### src/rtl/cmp_channel16.sv
module cmp_channel16 #(
  parameter int BW = 8
) (
  input  logic            clk,
  input  logic            rst,
  input  logic [BW-1:0]   bus_wdata,
  input  logic            wr_hi,
  input  logic            wr_lo,
  output logic [BW-1:0]   rd_hi,
  output logic [BW-1:0]   rd_lo,
  input  logic [3:0]      mode,
  input  logic [2*BW-1:0] cnt,
  input  logic            cnt_top,
  input  logic            cnt_bottom,
  input  logic            flag_clr,
  output logic            match,
  output logic            irq_flag,
  output logic [2*BW-1:0] top_value
);
  localparam int VW = 2 * BW;

  logic [BW-1:0] hold_q;
  logic [VW-1:0] cmp_q, shadow_q;
  logic          buffered, at_bottom, upd;
  logic [VW-1:0] wval;

  always_comb begin
    case (mode)
      4'd0, 4'd4, 4'd12, 4'd13: buffered = 1'b0;
      default:                  buffered = 1'b1;
    endcase
  end

  assign at_bottom = (mode == 4'd8) || (mode == 4'd9);
  assign upd       = buffered && (at_bottom ? cnt_bottom : cnt_top);
  assign wval      = {hold_q, bus_wdata};
  assign match     = (cnt == cmp_q);
  assign top_value = cmp_q;
  assign rd_hi     = buffered ? shadow_q[VW-1:BW] : cmp_q[VW-1:BW];
  assign rd_lo     = buffered ? shadow_q[BW-1:0]  : cmp_q[BW-1:0];

  always_ff @(posedge clk) begin
    if (rst) begin
      hold_q   <= '0;
      cmp_q    <= '0;
      shadow_q <= '0;
      irq_flag <= 1'b0;
    end else begin
      if (wr_hi) hold_q <= bus_wdata;
      if (wr_lo) begin
        shadow_q <= wval;
        if (!buffered) cmp_q <= wval;
      end
      if (upd) cmp_q <= shadow_q;
      if (match)         irq_flag <= 1'b1;
      else if (flag_clr) irq_flag <= 1'b0;
    end
  end

  // an unbuffered commit reaches the live value after one edge
  a_r3_direct_write: assert property (@(posedge clk) disable iff (rst)
    (wr_lo && !buffered) |=> top_value == $past(wval));

  // a buffered channel without an update event keeps its live value
  a_r4_hold_live: assert property (@(posedge clk) disable iff (rst)
    (buffered && !upd) |=> $stable(top_value));

  // the update event loads the previous buffer contents
  a_r5_event_copy: assert property (@(posedge clk) disable iff (rst)
    upd |=> top_value == $past(shadow_q));

  // a match wins over a simultaneous clear
  a_r8_match_wins: assert property (@(posedge clk) disable iff (rst)
    match |=> irq_flag);

  // a clear without a match drops the flag
  a_r8_clear: assert property (@(posedge clk) disable iff (rst)
    (flag_clr && !match) |=> !irq_flag);

  // a high-byte write alone leaves the live value untouched
  a_r2_hi_only: assert property (@(posedge clk) disable iff (rst)
    (wr_hi && !wr_lo && !upd) |=> $stable(top_value));
endmodule

### config.mk
export PLATFORM = sky130hd
export DESIGN_NAME = cmp_channel16
export DESIGN_NICKNAME = d
export VERILOG_FILES = /design/src/rtl/cmp_channel16.sv
export SDC_FILE = /design/constraint.sdc
export NUM_CORES = 1
export LEC_CHECK = 0
export BUFFER_PORTS_ARGS = -buffer_cell sky130_fd_sc_hd__buf_4
export CORE_ASPECT_RATIO = 2
export CORE_MARGIN = 3
export CORE_UTILIZATION = 30
export DETAILED_ROUTE_END_ITERATION = 16
export PLACE_DENSITY_LB_ADDON = 0.05
export SYNTH_ARGS = -nofsm -noshare
export SYNTH_HDL_FRONTEND = slang
export SYNTH_SLANG_ARGS = --single-unit
export TNS_END_PERCENT = 10
### constraint.sdc
create_clock -name clk -period 4.15 [get_ports clk]
set_input_delay 0.83 -clock clk [delete_from_list [all_inputs] [get_ports clk]]
set_output_delay 0.83 -clock clk [all_outputs]
set_load 0.005 [all_outputs]
; ---- After elaboration in Yosys (flattened, before gate mapping)
; Index checks and enable logic that the tools add are counted.
[classes]
n_reduce_logical = 8
mux = 9
n_eq_ne = 6
[ops]
columns = op, n
row1 = two-way mux 16 bit, 3
row2 = == test 16 bit, 1
row3 = == test 4 bit (second input constant), 4
row4 = two-way mux 8 bit, 2
row5 = nonzero test 2 bit, 3
row6 = == test 4 x 3 -> 1 bit (second input constant), 1
row7 = zero test 4 bit, 1
row8 = two-way mux 1 bit, 4
row9 = OR reduction 4 bit, 1
row10 = AND reduction 2 bit, 1
row11 = logical AND 1 bit, 1
row12 = logical OR 1 bit, 1
[word_totals]
ff_bits = 41

; ---- Longest topological paths before layout
; Gate-level depths: netlist of the first run.
[depth]
ltp_word = 6
mapped_depth = 6

; ---- Worst setup path after synthesis of the first run
; No wires, ideal clock.
[synth_timing]
path_type = input -> output
startpoint = input mode[0]
endpoint = output rd_hi[4]
slack_ns = 1.465
arrival_ns = 1.855
t_required_ns = 3.320
n_path_buf = 1
stages = 4
cell_sequence = nor2b_2 > nor3_4 > buf_2 > mux2_2
[synth_between]
elab_chain_cells = 3
elab_cells_between_ends = 6
[synth_lines]
columns = item, line
row1 = from (decl), 11  ; input logic [3:0] mode,
row2 = "== test 4 x 3 -> 1 bit, or another cell as far along", 28  ; case (mode)
row3 = OR reduction 4 bit *, 28
row4 = two-way mux 8 bit *, 39  ; assign rd_hi = buffered ? shadow_q[VW-1:BW] : cmp_q[VW-1:BW];
row5 = to (decl), 9  ; output logic [BW-1:0] rd_hi,
; Mark *: on every way between the ends. The rest lies on a longest branch, timed or not.

; ---- Worst setup path in the final report of the first run
[layout_timing]
startpoint = input mode[3]
endpoint = output rd_hi[6]
; Same word-level chain as after synthesis.

==> results.ini, run 1 <==
[global_route]
grt_overflow = 0
grt_usage_pct = 16.3
antenna_found_initial = 0
grt_pass1_wl_um = 9920
first_global_vias = 1810
grt_start_max_net_pins = 42

[timing]
maxSlewViolCount = 0
setup_viol_count_final = 0
skew_ns = 0.00589
fin_crit_ns = 2.87
period_share_pct = 69.2
tightest_slew_ns = 0.661
rsz0062_at_grt = false
finalHoldViolations = 0
max-slew-margin-rel_pct = 56.0
setup_tns_ns = 0
max_freq_mhz = 348

[floorplanning]
ios = 69
coreArea_um2 = 6730
rows = 42
die_w_um = 65.1
die_area_um2 = 8090
initial_core_util_pct = 31.2
die_h_um = 124

[clock_network]
path_clk_slew_ns = 0.06
cts_buffer_depth = 2
cts_tree = built
cts.sinks = 41
numCtsBuffers = 5
cts.repair_timing.setup_buffer_count = 0
postCtsHoldBufs = 0
h-tree-depth = 2
clockRootBuffer = clkbuf_16
clk-insertion-delay-late_ns = 0.28
cts_repair_resize_count = 0

[worst_setup_path]
critical-path-max-stage-delay_ns = 0.37
cp-end-kind = output pin
cp.arrival_ns = 2.04
critPathLaunch = mode[3]
critical_path.cell_chain = buf_4 > nor2b_4 > nor3_4 > buf_4 > mux2_1 > buf_4
required_ns = 3.32
crit_path_max_fanout = 16
reg2reg_from = top_value[7]
path_common_cell = buf_4
start_kind = primary input
cp_slowest_cell = mux2_1
path_class = primary input to output pin

[synth]
synth_seq_cells = 41
syn_inst = 198
ys.warnings.count = 0
avgSynthCellArea_um2 = 10.6
yosys-top-cells-area = dfxtp_1, mux2i_1, xnor2_1
synth_nets = 233
netlist_area_um2 = 2100
yosysTopAreaCellShare_pct = 39.1
ys_seq_area_share_pct = 39.1
synthDistinctLibCells = 25
synth_top_area_cell = dfxtp_1

[place]
gp_congestion = 0.684
hpwl_um = 4310
portBuffers = 68
placed_area_um2 = 2680

[min_path]
hold_class = flop to flop
hp-start = shadow_q[7]

[power_and_ir_drop]
p_leak_nw = 1.21
combPwrFrac_pct = 18.5
p_sw_share_pct = 24.7
max-vdd-ir-drop_mv = 0.288
clkPwrFrac_pct = 41.2
p_seq_share_pct = 40.2
p_sw_mw = 0.272
p_int_mw = 0.830
powerDensity_nw_per_um2 = 387

[cells_and_area]
antennaDiodeCount = 0
fin_area_um2 = 2850
area_growth_pct = 35.8
fillers = 700
drive_above_1_share_pct = 40.9
fin_nets = 298

[detailed_routing]
drc_errors = 0
drtIter0Drc = 54
wl_per_cell_um = 17.8
vias = 1676
wl_um = 6270
postRouteAntennaNets = 0
dr.pass1.iters = 4
viasPerCell = 4.76

[job]
cap_violations = 0

[outcome]
outcome = finished, final reports clean

-- placed cells by master, fill, tap and decap left out --
master	n
buf_4	73
dfxtp_1	41
mux2i_1	40
nor2_1	24
xnor2_1	16
a21oi_1	16
mux2_2	12
a211oi_2	10
a211oi_1	6
clkbuf_16	5
nand4_1	4
mux2_1	4
nor4_1	1
nor2b_4	1
nor2b_2	1
nor3_4	1
nand4bb_1	1
o21ai_2	1
and2_1	1
nor4b_4	1
nor2b_1	1
o21ba_2	1
clkbuf_8	1
bufinv_16	1
clkbuf_1	1
-- per-layer routing --
metal	vias to the layer above	share of wire, %	global-route usage (%)
met3	7	4.9	3.52
met5	-	0	0
met2	54	53	28.6
met1	779	41	19.0
met4	0	1.6	5.87
li1	836	-	-
-- synthesized netlist by cell type, drive strengths merged --
library cell  instances
nand4                 4
mux2                 16
nor2b                 3
clkbuf                5
buf                  10
mux2i                40
o21ai                 1
o21ba                 1
a21oi                16
nor4b                 1
nor3                  1
a211oi               16
and2                  1
nand4bb               1
nor2                 24
xnor2                16
dfxtp                41
nor4                  1
-- sequential cells by signal, summed over array words and instances, names as in the netlist --
register and count:
hold_q 8, shadow_q 16, top_value 16, irq_flag 1
-- cell families after synthesis --
family | synth area share, %
xor gates and xnor gates | 6.68
and+or+nand+nor | 9.48
DFF | 39.1
AOI/OAI and AO/OA | 12.8
buffers and inverters | 4.23
muxes | 27.7
-- final cells by class --
type / count / area [µm²] / share of cell area, %
Sequential cell: 41 / 821 / 28.8
Clock buffer: 7 / 143 / 5.01
Multi-Input combinational cell: 142 / 1200 / 42.0
Timing Repair Buffer: 73 / 548 / 19.2
Tap cell: 88 / 110 / 3.86
Clock inverter: 1 / 30.0 / 1.05
-- critical path, delay by kind of cell --
kind | cells | cell delay [ns]
buffers and inverters | 3 | 0.55
muxes | 1 | 0.37
and+or+nand+nor | 2 | 0.27
-- final timing paths --
check             cells past startpoint     endpoint  slack [ns]
setup reg to reg                      4     irq_flag        2.73
setup / recovery                      6     rd_hi[6]        1.28
hold reg to reg                       2  shadow_q[7]        0.53
hold / removal                        2  shadow_q[7]        0.53
-- power by group through the flow --
stage | logic, mW | clock network (mW) | registers (mW)
finish | 0.204 | 0.454 | 0.443
global route | 0.223 | 0.487 | 0.447
CTS | 0.209 | 0.471 | 0.444
detailed placement | 0.208 | 0 | 0.452
global placement | 0.207 | 0 | 0.453
floorplan | 0.114 | 0 | 0.447
-- stage by stage --
step	total power, mW	setup slack (ns)	util [%]	std cells	hold WS, ns
final	1.10	1.28	42.4	352	0.525
after global routing	1.16	1.21	42.4	352	0.550
after CTS	1.12	1.25	42.4	352	0.525
after detailed placement	0.660	1.26	39.8	344	0.511
after global placement	0.659	1.26	39.8	344	0.504
after floorplan	0.561	1.47	-	198	0.476
No activity file was read; power rests on OpenSTA's default activity.
==> inputs of run 2 (changes only) <==
==> constraint.sdc (replaced) <==
create_clock -name clk -period 2.9 [get_ports clk]
set_input_delay 0.58 -clock clk [delete_from_list [all_inputs] [get_ports clk]]
set_output_delay 0.58 -clock clk [all_outputs]
set_load 0.005 [all_outputs]
==> run 2 against run 1 <==
Core utilization shrank 0.45 points; sequential power grew 43%; hold slack lost 0.0073 ns; non-clock buffer count is the same; combinational power grew 40%; cell count shrank 0.28%; first-iteration DRC count shrank 17%; highest routed layer unchanged.
==> results.ini, run 2 (synthesis gave the netlist of run 1 again) <==
[outcome]
outcome = finished, final reports clean

[clock_network]
clockRootBuffer = clkbuf_16
postCtsHoldBufs = 0  ; unchanged
cts.sinks = 41  ; unchanged
path_clk_slew_ns = 0.06  ; about the same
numCtsBuffers = 5  ; unchanged
h-tree-depth = 2  ; unchanged
clk-insertion-delay-late_ns = 0.29  ; about the same
cts_buffer_depth = 2  ; unchanged
cts.repair_timing.setup_buffer_count = 0  ; unchanged
cts_repair_resize_count = 0  ; unchanged
cts_tree = built

[worst_setup_path]
crit_family = buffers and inverters
cp_slowest_cell = mux2_2
path_common_cell = buf_4
critical-path-max-stage-delay_ns = 0.38  ; about the same
cp.arrival_ns = 1.78  ; -0.26 ns
required_ns = 2.32  ; -1.00 ns
critical_path.cell_chain = buf_4 > nor2b_4 > nor3_4 > buf_4 > mux2_2 > buf_4
cp-end-kind = output pin
crit_path_max_fanout = 16  ; unchanged
start_kind = primary input
path_class = primary input to output pin
critical_path_buf_inv_count = 3  ; unchanged

[power_and_ir_drop]
total_power_mw = 1.48  ; +34%
powerDensity_nw_per_um2 = 524  ; +35%
p_leak_nw = 1.20  ; -1.1%
max-vdd-ir-drop_mv = 0.336  ; +16%

[cells_and_area]
area_growth_pct = 34.3
fin_nets = 298  ; unchanged
fillers = 742  ; +6.0%
drive_above_1_share_pct = 40.7  ; -0.22 points
layout_commonest_cell = buf_4
mostFrequentLayoutCells = buf_4, dfxtp_1, mux2i_1
fin_util_pct = 41.9  ; -0.45 points
antennaDiodeCount = 0  ; unchanged

[timing]
rsz0062_at_grt = false
tightest_slew_ns = 0.919  ; +0.259 ns
max-slew-margin-rel_pct = 38.7  ; -17 points
fin_crit_ns = 2.36
maxSlewViolCount = 0  ; unchanged
whs_ns = 0.518  ; -0.00730 ns
max_freq_mhz = 424
setup_viol_count_final = 0  ; unchanged
period_share_pct = 81.3
skew_ns = 0.00161  ; -0.00428 ns
setup_tns_ns = 0  ; unchanged
finalHoldViolations = 0  ; unchanged

[floorplanning]
die_h_um = 124  ; unchanged
rows = 42  ; unchanged
ios = 69  ; unchanged
die_w_um = 65.1  ; unchanged
die_area_um2 = 8090  ; unchanged
initial_core_util_pct = 31.2  ; unchanged
coreArea_um2 = 6730  ; unchanged

[place]
gp_congestion = 0.720  ; +5.3%
portBuffers = 68  ; unchanged
hpwl_um = 4220  ; -2.0%

[global_route]
grt_overflow = 0  ; unchanged
grt_pass1_wl_um = 9630  ; -2.9%
grt_usage_pct = 15.7  ; -0.62 points
antenna_found_initial = 0  ; unchanged
first_global_vias = 1716  ; -5.2%
grt_start_max_net_pins = 42  ; unchanged

[detailed_routing]
viasPerCell = 4.93  ; +3.5%
wl_per_cell_um = 17.5  ; -1.6%
dr.pass1.iters = 6  ; +2
postRouteAntennaNets = 0  ; unchanged
drc_errors = 0  ; unchanged
drtIter0Drc = 45  ; -17%
wl_um = 6150  ; -1.9%
vias = 1729  ; +3.2%

[min_path]
hold_class = flop to flop

[job]
cap_violations = 0  ; unchanged

run 2: cell count changes in the layout (fill, tap and decap cells not counted):
cell / delta
bufinv_16: -1
run 2: layer usage:
layer	wire (µm)	vias to the layer above	part of all wire, %	track usage (%)
met5	0	-	0	0
met4	97	0	1.6	6.23
met3	374	7	6.1	3.43
met2	3120	61	51	26.2
met1	2560	821	42	19.2
li1	-	840	-	-
run 2: worst register-to-register path: cells and delay by family (launching register included):
kind,cells,cell delay [ns]
AND/OR/NAND/NOR,2,0.40
flip-flops,1,0.34
XOR/XNOR,1,0.29
buffers and inverters,1,0.17
AO/OA/AOI/OAI,1,0.13
run 2: path summary, 6_finish.rpt:
path,from,to,slack [ns],cells past startpoint
worst min-delay path,shadow_q[9],shadow_q[9],0.52,2
worst max register to register,top_value[9],irq_flag,1.50,5
worst min register to register,shadow_q[9],shadow_q[9],0.52,2
worst max-delay path,mode[3],rd_hi[3],0.54,6
run 2: area by class of cell:
cell class | instances | area [µm²] | area share, %
clock buffers | 7 | 143 | 5.06
multi-input cells | 142 | 1200 | 42.5
repair buffers | 73 | 548 | 19.4
flip-flops and latches | 41 | 821 | 29.1
well taps | 88 | 110 | 3.91
run 2: metrics by stage:
| stage | instances | instance area [µm²] | worst slack, ns |
|---|---|---|---|
| after global routing | 351 | 2820 | 0.504 |
| after detailed placement | 344 | 2680 | 0.530 |
| after floorplan | 198 | 2100 | 0.715 |
| final | 351 | 2820 | 0.543 |
| after global placement | 344 | 2680 | 0.540 |
| after CTS | 351 | 2820 | 0.532 |
run 2: power by group:
group | switching (mW) | internal, mW | total, mW
clock | 0.217 | 0.338 | 0.555
sequential | 0.0359 | 0.599 | 0.635
combinational | 0.129 | 0.157 | 0.286
total | 0.382 | 1.09 | 1.48
==> inputs of run 3 (changes only) <==
--- a/config.mk
+++ b/config.mk
@@ -5,6 +5,7 @@
 export SDC_FILE = /design/constraint.sdc
 export NUM_CORES = 1
 export LEC_CHECK = 0
+export ABC_AREA = 1
 export BUFFER_PORTS_ARGS = -buffer_cell sky130_fd_sc_hd__buf_4
 export CORE_ASPECT_RATIO = 2
 export CORE_MARGIN = 3
==> constraint.sdc (replaced) <==
create_clock -name clk -period 2.4 [get_ports clk]
set_input_delay 0.48 -clock clk [delete_from_list [all_inputs] [get_ports clk]]
set_output_delay 0.48 -clock clk [all_outputs]
set_load 0.005 [all_outputs]
==> run 3 against run 2 <==
Clock skew grew 0.0043 ns; total power grew 34%; critical path depth grew 3; register-to-register slack lost 0.27 ns; critical endpoint is now match; largest power group is now clock.
==> results.ini, run 3 <==
[floorplanning]
ios = 69  ; unchanged
die_w_um = 68.2  ; +4.8%
die_h_um = 130  ; +5.0%
initial_core_util_pct = 31.5  ; +0.32 points
coreArea_um2 = 7380  ; +9.7%
die_area_um2 = 8910  ; +10%
rows = 44  ; +4.8%

[synth]
yosys_most_used_dff = dfxtp_1
synth-compound-area-share_pct = 14.9  ; +2.1 points
synth_fa_ha_area_share_pct = 0  ; unchanged
synthXorXnorAreaFrac_pct = 0  ; -6.7 points
synth_mux_area_share_pct = 0  ; -28 points
synth-simple-area-share_pct = 36.3  ; +27 points
synth_common_cells = nand2_1, inv_1, dfxtp_1
syn_inst = 380  ; +92%
async_reset_ff_share_pct = 0  ; unchanged
yosys-top-cells-area = dfxtp_1, nand2_1, inv_1
post-synth-top-count-cell = nand2_1
synth_top_area_cell = dfxtp_1
ys_seq_area_share_pct = 35.3  ; -3.8 points
synth_seq_cells = 41  ; unchanged
avgSynthCellArea_um2 = 6.12  ; -42%
ys.warnings.count = 0  ; unchanged
synth_top_family_by_area = simple AND/OR/NAND/NOR gates
synth_nets = 415  ; +78%
yosysTopAreaCellShare_pct = 35.3  ; -3.8 points
synth-edff-count = 0  ; unchanged
synthDistinctLibCells = 17  ; -32%
netlist_area_um2 = 2320  ; +11%

[clock_network]
cts_repair_resize_count = 0  ; unchanged
cts_buffer_depth = 2  ; unchanged
h-tree-depth = 2  ; unchanged
clk-insertion-delay-late_ns = 0.29  ; about the same
cts.repair_timing.setup_buffer_count = 0  ; unchanged
postCtsHoldBufs = 0  ; unchanged
clockRootBuffer = clkbuf_16
cts_tree = built
path_clk_slew_ns = 0.06  ; about the same
cts.sinks = 41  ; unchanged
numCtsBuffers = 5  ; unchanged

[timing]
maxSlewViolCount = 0  ; unchanged
fin_crit_ns = 1.90
setup_tns_ns = 0  ; unchanged
max-slew-margin-rel_pct = 55.4  ; +17 points
max_freq_mhz = 525
tightest_slew_ns = 0.668  ; -0.251 ns
period_share_pct = 79.3
skew_ns = 0.00590  ; +0.00429 ns
setup_viol_count_final = 0  ; unchanged
rsz0062_at_grt = false
finalHoldViolations = 0  ; unchanged

[place]
hpwl_um = 5060  ; +20%
placed_area_um2 = 2920  ; +9.0%
gp_congestion = 0.802  ; +11%
portBuffers = 68  ; unchanged

[power_and_ir_drop]
p_int_mw = 1.44  ; +32%
p_sw_mw = 0.540  ; +41%
powerDensity_nw_per_um2 = 642  ; +23%
p_seq_share_pct = 39.1  ; -3.9 points
clkPwrFrac_pct = 39.8  ; +2.2 points
p_sw_share_pct = 27.2  ; +1.4 points
max-vdd-ir-drop_mv = 0.347  ; +3.4%
combPwrFrac_pct = 21.2  ; +1.8 points
p_leak_nw = 1.52  ; +27%
total_power_mw = 1.98  ; +34%

[cells_and_area]
layout_commonest_cell = nand2_1
fin_area_um2 = 3090  ; +9.6%
drive_above_1_share_pct = 19.5  ; -21 points
fin_nets = 474  ; +59%
mostFrequentLayoutCells = nand2_1, buf_4, inv_1
fin_util_pct = 41.9  ; about the same
antennaDiodeCount = 0  ; unchanged
area_growth_pct = 32.9

[global_route]
grt_usage_pct = 16.9  ; +1.2 points
grt_pass1_wl_um = 11400  ; +19%
antenna_found_initial = 0  ; unchanged
first_global_vias = 2356  ; +37%
grt_overflow = 0  ; unchanged
grt_start_max_net_pins = 42  ; unchanged

[worst_setup_path]
crit_path_max_fanout = 4  ; -12
cp.arrival_ns = 1.42  ; -0.36 ns
cp-end-kind = output pin
required_ns = 1.92  ; -0.40 ns
path_class = flop to output pin
start_kind = flop

[detailed_routing]
drc_errors = 0  ; unchanged
drtIter0Drc = 87  ; +93%
viasPerCell = 4.69  ; -4.8%
wl_um = 6870  ; +12%
dr.pass1.iters = 4  ; -2
vias = 2494  ; +44%
wl_per_cell_um = 12.9  ; -26%
postRouteAntennaNets = 0  ; unchanged

[min_path]
hold_class = primary input to flop

[outcome]
outcome = finished, final reports clean

[job]
cap_violations = 0  ; unchanged

==> run 3: cell types whose count changed after synthesis, sizes merged, moves of 7 or more <==
cell / change
xnor2: -16
nand3: +35
mux2i: -40
o21ai: +16
clkbuf: +7
inv: +57
mux2: -16
a21oi: +10
nand4: +13
nand2: +122
==> run 3: kinds of logic (layout without fill, tap and decap cells) <==
group,Yosys count,in the layout
simple gates,200,200
buf+inv,80,140
compound gates,59,59
flops,41,41
==> run 3: power groups by stage <==
| stage | registers, mW | clock network (mW) | logic (mW) |
|---|---|---|---|
| after CTS | 0.775 | 0.812 | 0.428 |
| after global placement | 0.790 | 0 | 0.423 |
| after floorplan | 0.781 | 0 | 0.235 |
| after detailed placement | 0.791 | 0 | 0.426 |
| final | 0.774 | 0.789 | 0.419 |
| after global routing | 0.784 | 0.832 | 0.482 |
==> run 3: area by class of cell <==
type | instances | area (µm²)
fillers | 862 | 4290
multi-input cells | 259 | 1190
flip-flops and latches | 41 | 821
repair buffers | 75 | 576
inverters | 57 | 214
clock buffers | 7 | 143
well taps | 92 | 115
clock inverters | 1 | 30.0
==> run 3: worst max-delay path, stage by stage, from the launching register on <==
cell,delay (ns)
dfxtp_1,0.41
inv_1,0.09
nand2_1,0.06
nand2_1,0.05
nor2_1,0.10
nand2_1,0.10
nor2_1,0.11
nand2_1,0.07
inv_1,0.05
buf_4,0.10
==> run 3: layer usage <==
layer | share of wire, % | wire length, µm | vias to the layer above | GRT usage [%]
met5 | 0 | 0 | - | 0
met4 | 1.7 | 116 | 0 | 7.62
met3 | 4.1 | 280 | 6 | 2.40
met2 | 50 | 3420 | 61 | 27.2
met1 | 44 | 3050 | 1089 | 21.9
li1 | - | - | 1338 | -
==> run 3: metrics by stage <==
stage / hold slack (ns) / std cells / setup slack, ns
3_5_place_dp: 0.466 / 524 / 0.476
3_3_place_gp: 0.457 / 524 / 0.502
4_1_cts: 0.444 / 532 / 0.455
6_report: 0.445 / 532 / 0.496
5_1_grt: 0.468 / 532 / 0.340
2_1_floorplan: 0.451 / 380 / 0.585
==> run 3: final timing paths <==
| path | startpoint | end | slack [ns] | cells after the start |
|---|---|---|---|---|
| hold / removal | flag_clr | irq_flag | 0.45 | 4 |
| hold reg to reg | irq_flag | irq_flag | 0.46 | 2 |
| setup / recovery | top_value[11] | match | 0.50 | 9 |
| setup reg to reg | top_value[11] | irq_flag | 1.23 | 8 |
